===== src/rtl/ps2kb_pkg.sv =====
package ps2kb_pkg;

    localparam int unsigned DATA_W     = 8;
    localparam int unsigned FRAME_BITS = DATA_W + 3;
    localparam int unsigned BCNT_W     = $clog2(FRAME_BITS + 1);

    localparam logic [DATA_W-1:0] PFX_EXT = 8'hE0;
    localparam logic [DATA_W-1:0] PFX_REL = 8'hF0;

    typedef struct packed {
        logic [DATA_W-1:0] code;
        logic              rel;
        logic              ext;
    } key_evt_t;

    // odd parity over data+parity and a high stop bit
    function automatic logic frame_good(input logic [DATA_W-1:0] d,
                                        input logic par,
                                        input logic stop);
        return (^{d, par}) & stop;
    endfunction

    function automatic logic is_prefix(input logic [DATA_W-1:0] d);
        return (d == PFX_EXT) || (d == PFX_REL);
    endfunction

endpackage


===== src/rtl/ps2kb_sync.sv =====
module ps2kb_sync #(
    parameter int unsigned STAGES = 2
) (
    input  logic clk,
    input  logic rst,
    input  logic ps2_clk,
    input  logic ps2_dat,
    output logic dat_s,
    output logic fall
);
    logic [STAGES-1:0] clk_sh;
    logic [STAGES-1:0] dat_sh;
    logic              clk_d;

    always_ff @(posedge clk) begin
        if (rst) begin
            clk_sh <= '1;
            dat_sh <= '1;
            clk_d  <= 1'b1;
        end else begin
            clk_sh <= {clk_sh[STAGES-2:0], ps2_clk};
            dat_sh <= {dat_sh[STAGES-2:0], ps2_dat};
            clk_d  <= clk_sh[STAGES-1];
        end
    end

    assign dat_s = dat_sh[STAGES-1];
    assign fall  = clk_d & ~clk_sh[STAGES-1];

    a_r2_fall_is_edge: assert property (@(posedge clk) disable iff (rst)
        fall |=> !fall);
endmodule


===== src/rtl/ps2kb_frame.sv =====
module ps2kb_frame
    import ps2kb_pkg::*;
#(
    parameter int unsigned TIMEOUT_CYC = 25000
) (
    input  logic              clk,
    input  logic              rst,
    input  logic              fall,
    input  logic              dat,
    output logic              byte_vld,
    output logic [DATA_W-1:0] byte_o,
    output logic              frm_err
);
    localparam int unsigned TMO_W = $clog2(TIMEOUT_CYC + 1);
    localparam logic [BCNT_W-1:0] LAST_DATA = BCNT_W'(DATA_W);
    localparam logic [BCNT_W-1:0] PAR_POS   = BCNT_W'(DATA_W + 1);

    logic [BCNT_W-1:0] bit_cnt;
    logic [DATA_W-1:0] shreg;
    logic              par_q;
    logic [TMO_W-1:0]  tmo_cnt;

    always_ff @(posedge clk) begin
        if (rst) begin
            bit_cnt  <= '0;
            shreg    <= '0;
            par_q    <= 1'b0;
            tmo_cnt  <= '0;
            byte_vld <= 1'b0;
            frm_err  <= 1'b0;
        end else begin
            byte_vld <= 1'b0;
            frm_err  <= 1'b0;
            if (fall) begin
                tmo_cnt <= '0;
                if (bit_cnt == '0) begin
                    if (!dat) bit_cnt <= BCNT_W'(1);
                end else if (bit_cnt <= LAST_DATA) begin
                    shreg   <= {dat, shreg[DATA_W-1:1]};
                    bit_cnt <= bit_cnt + BCNT_W'(1);
                end else if (bit_cnt == PAR_POS) begin
                    par_q   <= dat;
                    bit_cnt <= bit_cnt + BCNT_W'(1);
                end else begin
                    bit_cnt <= '0;
                    if (frame_good(shreg, par_q, dat)) byte_vld <= 1'b1;
                    else                               frm_err  <= 1'b1;
                end
            end else if (bit_cnt != '0) begin
                if (tmo_cnt == TMO_W'(TIMEOUT_CYC - 1)) begin
                    bit_cnt <= '0;
                    tmo_cnt <= '0;
                end else begin
                    tmo_cnt <= tmo_cnt + TMO_W'(1);
                end
            end
        end
    end

    assign byte_o = shreg;

    a_r7_vld_err_excl: assert property (@(posedge clk) disable iff (rst)
        !(byte_vld && frm_err));
    a_r2_cnt_range: assert property (@(posedge clk) disable iff (rst)
        bit_cnt <= BCNT_W'(FRAME_BITS - 1));
    a_r12_stall_drop: assert property (@(posedge clk) disable iff (rst)
        (bit_cnt != '0 && !fall && tmo_cnt == TMO_W'(TIMEOUT_CYC - 1)) |=> (bit_cnt == '0));
endmodule


===== src/rtl/ps2kb_seq.sv =====
module ps2kb_seq
    import ps2kb_pkg::*;
(
    input  logic              clk,
    input  logic              rst,
    input  logic              byte_vld,
    input  logic [DATA_W-1:0] byte_i,
    input  logic              frm_err_i,
    output key_evt_t          evt,
    output logic              evt_vld,
    output logic              err_o
);
    logic ext_q;
    logic rel_q;

    always_ff @(posedge clk) begin
        if (rst) begin
            ext_q   <= 1'b0;
            rel_q   <= 1'b0;
            evt     <= '0;
            evt_vld <= 1'b0;
            err_o   <= 1'b0;
        end else begin
            evt_vld <= 1'b0;
            err_o   <= frm_err_i;
            if (frm_err_i) begin
                ext_q <= 1'b0;
                rel_q <= 1'b0;
            end else if (byte_vld) begin
                if (byte_i == PFX_EXT) begin
                    ext_q <= 1'b1;
                end else if (byte_i == PFX_REL) begin
                    rel_q <= 1'b1;
                end else begin
                    evt_vld <= 1'b1;
                    evt     <= '{code: byte_i, rel: rel_q, ext: ext_q};
                    ext_q   <= 1'b0;
                    rel_q   <= 1'b0;
                end
            end
        end
    end

    a_r6_prefix_silent: assert property (@(posedge clk) disable iff (rst)
        (byte_vld && is_prefix(byte_i)) |=> !evt_vld);
    a_r10_flags_cleared: assert property (@(posedge clk) disable iff (rst)
        evt_vld |-> (!ext_q && !rel_q));
    a_r9_err_clears: assert property (@(posedge clk) disable iff (rst)
        frm_err_i |=> (!ext_q && !rel_q && !evt_vld));
endmodule


===== src/rtl/ps2kb_decoder.sv =====
module ps2kb_decoder
    import ps2kb_pkg::*;
#(
    parameter int unsigned SYNC_STAGES = 2,
    parameter int unsigned TIMEOUT_CYC = 25000
) (
    input  logic       clk,
    input  logic       rst,
    input  logic       ps2_clk_i,
    input  logic       ps2_dat_i,
    output logic       key_vld_o,
    output logic [7:0] key_code_o,
    output logic       key_rel_o,
    output logic       key_ext_o,
    output logic       frm_err_o
);
    logic              dat_s;
    logic              fall;
    logic              byte_vld;
    logic [DATA_W-1:0] byte_w;
    logic              ferr;
    key_evt_t          evt;

    ps2kb_sync #(.STAGES(SYNC_STAGES)) u_sync (
        .clk(clk), .rst(rst), .ps2_clk(ps2_clk_i), .ps2_dat(ps2_dat_i),
        .dat_s(dat_s), .fall(fall));

    ps2kb_frame #(.TIMEOUT_CYC(TIMEOUT_CYC)) u_frame (
        .clk(clk), .rst(rst), .fall(fall), .dat(dat_s),
        .byte_vld(byte_vld), .byte_o(byte_w), .frm_err(ferr));

    ps2kb_seq u_seq (
        .clk(clk), .rst(rst), .byte_vld(byte_vld), .byte_i(byte_w),
        .frm_err_i(ferr), .evt(evt), .evt_vld(key_vld_o), .err_o(frm_err_o));

    assign key_code_o = evt.code;
    assign key_rel_o  = evt.rel;
    assign key_ext_o  = evt.ext;

    a_r11_single_pulse: assert property (@(posedge clk) disable iff (rst)
        key_vld_o |=> !key_vld_o);
    a_r7_event_err_excl: assert property (@(posedge clk) disable iff (rst)
        !(key_vld_o && frm_err_o));
    a_r2_no_prefix_code: assert property (@(posedge clk) disable iff (rst)
        key_vld_o |-> !is_prefix(key_code_o));
endmodule


===== config.mk =====
export PLATFORM = sky130hd
export DESIGN_NAME = ps2kb_decoder
export DESIGN_NICKNAME = d
export VERILOG_FILES = /design/src/rtl/ps2kb_pkg.sv /design/src/rtl/ps2kb_sync.sv /design/src/rtl/ps2kb_frame.sv /design/src/rtl/ps2kb_seq.sv /design/src/rtl/ps2kb_decoder.sv
export SDC_FILE = /design/constraint.sdc
export NUM_CORES = 1
export LEC_CHECK = 0
export BUFFER_PORTS_ARGS = -buffer_cell sky130_fd_sc_hd__buf_2
export CAP_MARGIN = 20
export CORE_UTILIZATION = 30
export CTS_BUF_LIST = sky130_fd_sc_hd__clkbuf_8
export DETAILED_ROUTE_END_ITERATION = 12
export GPL_TIMING_DRIVEN = 0
export PLACE_DENSITY = 0.5
export SYNTH_ARGS = -nofsm -noshare
export SYNTH_HDL_FRONTEND = slang
export SYNTH_SLANG_ARGS = --single-unit

===== constraint.sdc =====
create_clock -name clk -period 3.7 [get_ports clk]
set_input_delay 0.37 -clock clk [delete_from_list [all_inputs] [get_ports clk]]
set_output_delay 0.37 -clock clk [all_outputs]
set_load 0.005 [all_outputs]

After elaboration in Yosys (flattened, before gate mapping)
Cells that the tools add are included.
W data, S select, Z words.
{"block": "op_classes", "addsub": 2, "eq_ne": 6, "n_mux": 14, "reduce_logical": 15, "bitwise_logic": 10, "magnitude_cmp": 1}
{"op": "$mux W4", "n": 7}
{"op": "$eq A8 B8 Y1 const B", "n": 2}
{"op": "$add A15 B1 Y15 const B", "n": 1}
{"op": "$eq A15 B15 Y1 const B", "n": 1}
{"op": "$mux W15", "n": 1}
{"op": "$reduce_xor A9 Y1", "n": 1}
{"op": "$not A1 Y1", "n": 8}
{"op": "$reduce_and A4 Y1", "n": 2}
{"op": "$mux W1", "n": 6}
{"op": "$reduce_and A3 Y1", "n": 2}
{"op": "$reduce_or A5 Y1", "n": 1}
{"op": "$add A4 B1 Y4 const B", "n": 1}
{"op": "$eq A4 B4 Y1 const B", "n": 1}
{"op": "$le A4 B4 Y1 const B", "n": 1}
{"op": "$logic_not A4 Y1", "n": 1}
{"op": "$reduce_and A2 Y1", "n": 2}
{"op": "$reduce_bool A2 Y1", "n": 2}
{"op": "$reduce_bool A4 Y1", "n": 1}
{"op": "$reduce_or A2 Y1", "n": 2}
{"op": "$reduce_or A4 Y1", "n": 1}
{"op": "$ne A3 B3 Y1 const B", "n": 1}
{"op": "$and A1 B1 Y1", "n": 2}
{"op": "$ne A2 B1 Y1 const B", "n": 1}
{"block": "totals", "out_inout_bits": 12, "ff_bits": 49, "inputBits": 4, "elab_cells": 64}

Logic depth before layout (Yosys ltp)
Gate-level depths: netlist of run 1.
{"block": "depth", "ltp_word": 5, "mapped_depth": 7, "depth_no_buf": 6}

Modules after synthesis
A second synthesis of run 1 with hierarchy kept.
{"block": "hier_totals", "cells_unflattened": 247, "area_unflattened_um2": 2254.7}
{"mod": "ps2kb_frame", "n_inst": 1, "area_each_um2": 1495.2, "cells_per_inst": 172, "seq_area_each_um2": 600.6}
{"mod": "ps2kb_seq", "n_inst": 1, "area_each_um2": 621.8, "cells_per_inst": 64, "seq_area_each_um2": 280.3}
{"mod": "ps2kb_sync", "n_inst": 1, "area_each_um2": 137.6, "cells_per_inst": 11, "seq_area_each_um2": 100.1}

Worst setup path before layout of run 1
OpenSTA, ideal clock, no wires.
{"block": "synth_timing", "kind": "register to register", "start": "reg u_frame.bit_cnt[0]", "end": "reg u_frame.tmo_cnt[13]", "t_required_ns": 3.630, "path_buffers": 0, "stages_incl_launch_ff": 7, "setup_ns": 0.070, "setup_slack_ns": 1.898, "period_less_slack_ns": 1.802, "t_arrival_ns": 1.732, "path_cell_list": "dfxtp_1 > inv_1 > ha_1 > or3b_4 > nand4_1 > or4_1 > a21oi_1"}
{"block": "synth_between", "elab_chain_cells": 1}
{"element": "from (decl)", "line_no": "ps2kb_frame.sv:18", "source": "logic [BCNT_W-1:0] bit_cnt;"}
{"element": "from (signal assigned)", "line_no": "ps2kb_frame.sv:40", "source": "bit_cnt <= bit_cnt + BCNT_W'(1);"}
{"element": "from (signal assigned)", "line_no": "ps2kb_frame.sv:43", "source": "bit_cnt <= bit_cnt + BCNT_W'(1);"}
{"element": "$reduce_bool A4 Y1", "line_no": "ps2kb_frame.sv:49", "source": "end else if (bit_cnt != '0) begin"}
{"element": "to (signal assigned)", "line_no": "ps2kb_frame.sv:54", "source": "tmo_cnt <= tmo_cnt + TMO_W'(1);"}
{"element": "to (decl)", "line_no": "ps2kb_frame.sv:21", "source": "logic [TMO_W-1:0] tmo_cnt;"}
No other way between the ends.
A chain may end at the register's enable or synchronous reset.

Final worst setup path of run 1
Ends and elaborated chain as after synthesis.

==> flow_summary.toml, run 1 <==
[run_status]
status = "finished clean"

[logic_synthesis]
postSynthAreaPerCell_sq_um = 9.186
yosys.area_share.simple_pct = 21.46
synth.most_common_cell = "dfxtp_1"
synth_compound_area_share_pct = 12.97
synth.area.top_cells = "dfxtp_1 46%, mux2i_1 5.2%, nor2_1 5.1%"
ys_seq_area_share_pct = 46.23
synth_edf_count = 0
synth-adder-area-share_pct = 2.358
synth.distinct_cells = 39
synth.net_count = 239
synthCells = 231
synth.top_cell.area_share_pct = 46.23
async_flop_share_pct = 0
yosys_warnings = 0
synth-main-ff-cell = "dfxtp_1"
synth_top_family_by_area = "simple AND/OR/NAND/NOR gates"
synth_xor_area_share_pct = 8.078
synth.ff_latch_count = 49
yosysTopAreaCell = "dfxtp_1"
yosys-top-cells-count = "49 x dfxtp_1, 29 x nor2_1, 21 x a21oi_1"
syn_area_sq_mm = 0.002122
synth_mux_area_share_pct = 5.189

[clocking]
ctsHoldBuffers = 0
clk_path_buf_depth = 2
post_cts_buffers = 0
cts_buffers = 5
cts.sinks = 49
cts-resized-gates = 0
cts_tree = "done"
cts_root_buffer = "clkbuf_8"
clkTransAtPathRegs_ns = 0.09
clock_latency_ns = 0.30
htree_levels = 2

[detailed_routing]
vias = 1662
finalWirelength_um = 4270
wl_per_cell_um = 12.20
dr.pass1.iters = 4
drc_errors = 0
via_per_inst = 4.749
drtIter0Drc = 55
ant_nets = 0

[global_routing]
antenna_found_initial = 0
gr-usage-all-layers_pct = 12.60
grt_max_degree = 17
grt_pass1_wl_um = 7362
grt_pass1_vias = 1578
grt_overflow = 0

[worst_setup_path]
cp_num_buf_inv = 2
critPathRequiredTime_ns = 3.89
cp.arrival_ns = 2.27
crit_type = "reg2reg"
end_kind = "flip-flop"
critPathTopFamily = "compound AO/OA/AOI/OAI gates"
slowest_stage = "dfxtp_1"
crit_chain = "inv_1 -> ha_1 -> or3b_4 -> nand3_1 -> o21ai_1 -> buf_4 -> a21oi_1"
max_stage_delay_ns = 0.45
cp-start-kind = "flip-flop"
crit_fanout = 10

[placement]
portBuffers = 15
dp_hpwl_um = 3010
gp_congestion = 0.7853

[pwr]
intPower_mw = 0.7399
sw_frac_of_total_pct = 21.77
switchingPower_mw = 0.2059
fin_total_pwr_mw = 0.9458
p_leak_nw = 0.8699
ir_drop_mv = 0.1356
powerDensity_mw_per_mm2 = 389.3
p_seq_share_pct = 56.2
clockPowerShare_pct = 41.2
p_comb_share_pct = 2.6

[timing]
min_period_over_period_pct = 56.20
rsz0062_at_grt = "false"
tightest_slew_ns = 0.6060
max_freq_ghz = 0.4809
slew_viol_final = 0
relSlewSlack_pct = 59.46
fin_worst_skew_ns = 0.008649
setup_viol = 0
fin_setup_tns_ns = 0
fin_crit_ns = 2.079
hold_viol = 0

[cells_and_area]
drive_gt1_share_pct = 13.78
final_nets = 261
num_antenna_cells = 0
area_growth_pct = 14.50

[floorplan]
core_area_sq_mm = 0.006832
start_util_pct = 31.06
die_y_um = 86.11
io_pins = 16
die_w_um = 86.11
die-area_sq_mm = 0.007414
std_cell_rows = 30

[hold_path]
hold_class = "in2reg"

[run]
cap_violations = 0
cell families after synthesis:
logic type,after synthesis
buf+inv,15
fa+ha+maj,4
simple gates,88
mux,11
flops,49
xor+xnor,18
compound gates,46
registers in the layout (all words and copies together), names as in the netlist, 2 cells and up:
register,flops
u_seq.evt,10
u_sync.dat_sh,2
u_frame.byte_o,8
u_frame.bit_cnt,4
u_sync.clk_sh,2
u_frame.tmo_cnt,15
worst paths after layout:
path                                            to  slack (ns)  cells after the start                             from
setup / recovery  u_frame.tmo_cnt[13]$_SDFFE_PP0N_        1.62                      7  u_frame.bit_cnt[0]$_SDFFE_PP0P_
hold reg to reg        u_sync.dat_sh[1]$_SDFF_PP1_        0.41                      1      u_sync.dat_sh[0]$_SDFF_PP1_
hold / removal         u_sync.dat_sh[0]$_SDFF_PP1_        0.25                      2                        ps2_dat_i
setup reg to reg  u_frame.tmo_cnt[13]$_SDFFE_PP0N_        1.62                      7  u_frame.bit_cnt[0]$_SDFFE_PP0P_
layout make-up:
type                            instances  area (sq um)
Tap cell                               96         120.1
Clock inverter                          3         43.79
Inverter                                6         22.52
Multi-Input combinational cell        167          1062
Sequential cell                        49         980.9
Timing Repair Buffer                   15         75.07
Fill cell                             739          4402
Clock buffer                            5         68.82
Buffer                                  9         56.30
power by group through the flow:
stage                     combinational [mW]  sequential [mW]  clock [mW]
after detailed placement              0.0255            0.544           0
after floorplan                       0.0170            0.543           0
final                                 0.0250            0.531       0.390
after global routing                  0.0281            0.532       0.428
after CTS                             0.0257            0.531       0.408
after global placement                0.0254            0.544           0
worst register-to-register path: cells and delay by family (launching register included):
kind,cells,cell delay [ns]
buffers and inverters,2,0.34
adders and majority gates,1,0.25
DFF,1,0.45
and+or+nand+nor,2,0.45
AOI/OAI and AO/OA,2,0.48
routing by layer:
metal	global-route usage, %	vias to the layer above	routed length (um)
met4	5.455	0	72
met2	19.70	19	1981
met1	16.60	781	2104
met3	2.887	7	111
met5	0	-	0
li1	-	855	-
per-stage QoR:
stage / setup slack (ns) / util [%] / hold WS [ns] / instance area, sq um / instances
finish: 1.621 / 35.57 / 0.2530 / 2430 / 350
global route: 1.410 / 35.57 / 0.2421 / 2430 / 350
CTS: 1.574 / 35.57 / 0.2465 / 2430 / 350
detailed placement: 1.607 / 33.92 / 0.3948 / 2317 / 342
global placement: 1.611 / 33.92 / 0.3944 / 2317 / 342
floorplan: 1.898 / - / 0.3895 / 2122 / 231
layout by cell type (no fill, tap or decap), drive strengths merged, types with 2 or more instances in the layout:
cell	n
nor4bb	2
o211ai	2
nor2	29
or2	5
a311oi	2
nand3	13
o31ai	2
o21ai	15
nor3b	2
xor2	10
nand2	11
a21oi	21
nand2b	3
nand4	8
buf	20
mux2i	11
xnor2	7
and3	3
o21bai	2
clkbuf	9
dfxtp	49
ha	4
nor3	2
inv	7
or3b	2
or3	4
Note: power is estimated with default switching activity, not from simulation.
==> run 2: changes to the inputs <==
==> constraint.sdc (replaced) <==
create_clock -name clk -period 2 [get_ports clk]
set_input_delay 0.2 -clock clk [delete_from_list [all_inputs] [get_ports clk]]
set_output_delay 0.2 -clock clk [all_outputs]
set_load 0.005 [all_outputs]
==> flow_summary.toml, run 2 (synthesis results as in run 1) <==
[timing]
tightest_slew_ns = 0.6023
relSlewSlack_pct = 59.71
fin_worst_skew_ns = 0.009086
rsz0062_at_grt = "false"
hold_viol = 0
fin_setup_tns_ns = 0
setup_viol = 0
slew_viol_final = 0
min_period_over_period_pct = 91.16
timing.hold.ws_ns = 0.08308
fin_crit_ns = 1.823
max_freq_ghz = 0.5485

[cells_and_area]
final_core_util_pct = 36.19
final_nets = 264
largest_register = "u_frame.tmo_cnt"
drive_gt1_share_pct = 16.34
mostFrequentLayoutCells = "48 x dfxtp_1, 29 x nor2_1, 21 x a21oi_1"
num_antenna_cells = 0
area_growth_pct = 16.51
design_area_sq_mm = 0.002472
final_common_cell = "dfxtp_1"
largest_reg_flops = 15
fillers = 733

[worst_setup_path]
end_kind = "flip-flop"
timing.reg2reg.setup_slack_ns = 0.18
cp.arrival_ns = 2.03
crit_chain = "inv_1 -> ha_2 -> or3b_4 -> buf_6 -> o21ai_4 -> o21ai_2 -> a311oi_1"
crit_type = "reg2reg"
cp-start-kind = "flip-flop"
slowest_stage = "or3b_4"
max_stage_delay_ns = 0.41
critPathRequiredTime_ns = 2.20
crit_fanout = 10

[global_routing]
grt_overflow = 0
gr-usage-all-layers_pct = 12.69
grt_max_degree = 17
antenna_found_initial = 0
grt_pass1_wl_um = 7410
grt_pass1_vias = 1580

[detailed_routing]
dr.pass1.iters = 4
wl_per_cell_um = 12.04
finalWirelength_um = 4251
drtIter0Drc = 47
vias = 1658
drc_errors = 0
via_per_inst = 4.697
ant_nets = 0

[clocking]
clkTransAtPathRegs_ns = 0.09
htree_levels = 2
cts_root_buffer = "clkbuf_8"
clock_latency_ns = 0.30
cts_buffers = 5
cts.sinks = 49
cts_tree = "done"
clk_path_buf_depth = 2
ctsHoldBuffers = 0

[floorplan]
core_area_sq_mm = 0.006832
std_cell_rows = 30
io_pins = 16
start_util_pct = 31.06
die-area_sq_mm = 0.007414
die_w_um = 86.11
die_y_um = 86.11

[run]
cap_violations = 0

[placement]
gp_congestion = 0.7853
placement.cell_area_sq_mm = 0.002317
portBuffers = 15
dp_hpwl_um = 3010

[pwr]
fin_total_pwr_mw = 1.752
powerDensity_mw_per_mm2 = 708.7
p_leak_nw = 0.8844
ir_drop_mv = 0.2510

[run_status]
status = "finished clean"

[hold_path]
hold_class = "in2reg"
run 2: changes by cell type in the layout (fill, tap and decap cells not counted):
cell      before  now
dfxtp_1       49   48
dfxtp_2        0    1
ha_2           0    1
o21ai_1        1    0
a211oi_2       0    1
buf_4          2    5
ha_1           4    3
o21ai_4        1    2
a211oi_1       1    0
run 2: report_power, final:
| part | internal, mW | switching (mW) |
|---|---|---|
| Clock | 0.375 | 0.346 |
| Sequential | 0.980 | 0.00288 |
| Combinational | 0.0150 | 0.0331 |
run 2: path summary, 6_finish.rpt:
kind                                   startpoint                              end  cells after the start
setup / recovery  u_frame.bit_cnt[0]$_SDFFE_PP0P_  u_frame.bit_cnt[3]$_SDFFE_PP0P_                      7
hold / removal                          ps2_dat_i      u_sync.dat_sh[0]$_SDFF_PP1_                      2
setup reg to reg  u_frame.bit_cnt[0]$_SDFFE_PP0P_  u_frame.bit_cnt[3]$_SDFFE_PP0P_                      7
hold reg to reg       u_sync.dat_sh[0]$_SDFF_PP1_      u_sync.dat_sh[1]$_SDFF_PP1_                      1
run 2: area by class of cell:
type                       instances  area, sq um  share of cell area, %
tap                               96        120.1                  4.858
clock inverter                     3        43.79                  1.771
timing repair buffer              18        97.59                  3.947
inverter                           6        22.52                 0.9109
sequential                        49        982.2                  39.73
buffer                             9        56.30                  2.277
multi-input combinational        167         1081                  43.72
clock buffer                       5        68.82                  2.783
run 2: metrics by stage:
step	setup WS, ns	instances
2_1_floorplan	0.1984	231
3_3_place_gp	-0.08896	342
3_5_place_dp	-0.09297	342
4_1_cts	0.07271	352
5_1_grt	0.03168	353
6_report	0.1767	353
run 2: what timing repair did:
item	in CTS	in global routing
setup buffers	2	1
setup endpoints to repair	11	14
resized for setup	3	2
pin swaps	0	1
run 2: metal layers:
metal | share of wire [%] | global-route usage [%]
met5 | 0 | 0
met1 | 49 | 16.72
met3 | 2.8 | 2.887
met4 | 1.6 | 5.455
met2 | 46 | 19.84
run 2: worst max-delay path: cells and delay by family (launching register included):
family          cells  cell delay [ns]
fa+ha+maj           1             0.21
buf+inv             2             0.23
compound gates      3             0.53
flops               1             0.36
simple gates        1             0.41
==> run 3: changes to the inputs <==
--- a/config.mk
+++ b/config.mk
@@ -7,11 +7,13 @@
 export LEC_CHECK = 0
 export BUFFER_PORTS_ARGS = -buffer_cell sky130_fd_sc_hd__buf_2
 export CAP_MARGIN = 20
+export CELL_PAD_IN_SITES_DETAIL_PLACEMENT = 0
+export CELL_PAD_IN_SITES_GLOBAL_PLACEMENT = 2
 export CORE_UTILIZATION = 30
 export CTS_BUF_LIST = sky130_fd_sc_hd__clkbuf_8
 export DETAILED_ROUTE_END_ITERATION = 12
 export GPL_TIMING_DRIVEN = 0
-export PLACE_DENSITY = 0.5
+export PLACE_DENSITY = 0.69
 export SYNTH_ARGS = -nofsm -noshare
 export SYNTH_HDL_FRONTEND = slang
 export SYNTH_SLANG_ARGS = --single-unit
==> flow_summary.toml, run 3 (synthesis results as in run 1) <==
[floorplan]
core_area_sq_mm = 0.006832
start_util_pct = 31.06
die_y_um = 86.11
io_pins = 16
die_w_um = 86.11
die-area_sq_mm = 0.007414
std_cell_rows = 30

[timing]
fin_setup_tns_ns = 0
max_freq_ghz = 0.5344
fin_worst_skew_ns = 0.006168
min_period_over_period_pct = 93.57
slew_viol_final = 0
setup_slack_ns = 0.1286
fin_crit_ns = 1.871
hold_viol = 0
tightest_slew_ns = 0.6503
rsz0062_at_grt = "false"
relSlewSlack_pct = 56.50
setup_viol = 0

[detailed_routing]
finalWirelength_um = 4590
drtIter0Drc = 58
drc_errors = 0
via_per_inst = 4.584
vias = 1618
ant_nets = 0
dr.pass1.iters = 4
wl_per_cell_um = 13.00

[worst_setup_path]
crit_chain = "inv_1 -> ha_1 -> or3b_4 -> buf_6 -> nand4b_1 -> or3_1 -> a21oi_1"
end_kind = "flip-flop"
critPathRequiredTime_ns = 2.23
crit_type = "reg2reg"
slowest_stage = "dfxtp_4"
timing.reg2reg.setup_slack_ns = 0.13
crit_path_start = "u_frame.bit_cnt[0]$_SDFFE_PP0P_"
r2r-start = "u_frame.bit_cnt[0]$_SDFFE_PP0P_"
crit_fanout = 10
cp.arrival_ns = 2.10
ff2ff_path_depth = 7
max_stage_delay_ns = 0.39
cp-start-kind = "flip-flop"
cp_num_buf_inv = 2
r2r_end = "u_frame.tmo_cnt[14]$_SDFFE_PP0N_"
critPathTopFamily = "simple AND/OR/NAND/NOR gates"

[global_routing]
grt_max_degree = 15
grt_pass1_vias = 1567
grt_pass1_wl_um = 7665
antenna_found_initial = 0
grt_overflow = 0
gr-usage-all-layers_pct = 13.27

[placement]
dp_hpwl_um = 3145
placement.cell_area_sq_mm = 0.002317
gp_congestion = 0.6629
portBuffers = 15
dp_slack_ns = -0.1575

[hold_path]
hold_path_end = "u_sync.clk_sh[0]$_SDFF_PP1_"
hold_class = "in2reg"
min_path_cells = 2
min_from = "ps2_clk_i"

[pwr]
ir_drop_mv = 0.2478
fin_total_pwr_mw = 1.632
p_leak_nw = 0.8751
powerDensity_mw_per_mm2 = 663.8

[clocking]
htree_levels = 2
clk_path_buf_depth = 2
cts_tree = "done"
clock_latency_ns = 0.29
ctsHoldBuffers = 0
cts.sinks = 49
cts_buffers = 5
clkTransAtPathRegs_ns = 0.09
cts_root_buffer = "clkbuf_8"

[cells_and_area]
area_growth_pct = 15.86
num_antenna_cells = 0
largest_register = "u_frame.tmo_cnt"
final_common_cell = "dfxtp_1"
drive_gt1_share_pct = 16.34
mostFrequentLayoutCells = "47 x dfxtp_1, 29 x nor2_1, 21 x a21oi_1"
design_area_sq_mm = 0.002459
final_nets = 265
final_core_util_pct = 35.99
largest_reg_flops = 15

[run]
cap_violations = 0

[run_status]
status = "finished clean"
==> run 3: worst max path at each step <==
stage	depth (start not counted)	endpoint
finish	7	u_frame.tmo_cnt[14]$_SDFFE_PP0N_
global route	7	u_frame.bit_cnt[2]$_SDFFE_PP0P_
CTS	7	u_frame.tmo_cnt[14]$_SDFFE_PP0N_
detailed placement	7	u_frame.tmo_cnt[8]$_SDFFE_PP0N_
global placement	7	u_frame.tmo_cnt[8]$_SDFFE_PP0N_
floorplan	6	u_frame.tmo_cnt[13]$_SDFFE_PP0N_
==> run 3: area by class of cell <==
type                       instances  area, sq um
buffer                             9        56.30
clock buffer                       6        82.58
clock inverter                     1        7.507
fill                             765         4373
inverter                           6        22.52
multi-input combinational        167         1079
sequential                        49        985.9
tap                               96        120.1
timing repair buffer              19        105.1
==> run 3: repair_timing <==
item	4_1_cts	5_1_grt
setup buffers	3	1
gates resized for setup	2	4
setup endpoints to repair	11	14
==> run 3: power by group <==
| group | switching, mW | total [mW] | leakage, nW | internal [mW] |
|---|---|---|---|---|
| clock | 0.326 | 0.600 | 0.0433 | 0.274 |
| combinational | 0.0353 | 0.0503 | 0.435 | 0.0150 |
| sequential | 0.00317 | 0.982 | 0.397 | 0.978 |
| total | 0.364 | 1.63 | 0.875 | 1.27 |
==> run 3: layer usage <==
layer / global-route usage, % / vias to the layer above / wire, um
met4: 4.545 / 0 / 31
met1: 17.71 / 737 / 2376
li1: - / 862 / -
met2: 21.28 / 17 / 2050
met3: 2.695 / 2 / 130
met5: 0 / - / 0
==> run 3: worst register-to-register path, cell delays in order, from the launching register on <==
cell and delay [ns]:
dfxtp_4 0.39, inv_1 0.05, ha_1 0.24, or3b_4 0.27, buf_6 0.15, nand4b_1 0.19, or3_1 0.39, a21oi_1 0.13
==> run 3: through the flow <==
stage	std cells	hold WS (ns)
after CTS	352	0.07293
after floorplan	231	0.2916
after global placement	342	0.3854
final	353	0.08652
after detailed placement	342	0.3888
after global routing	353	0.07903
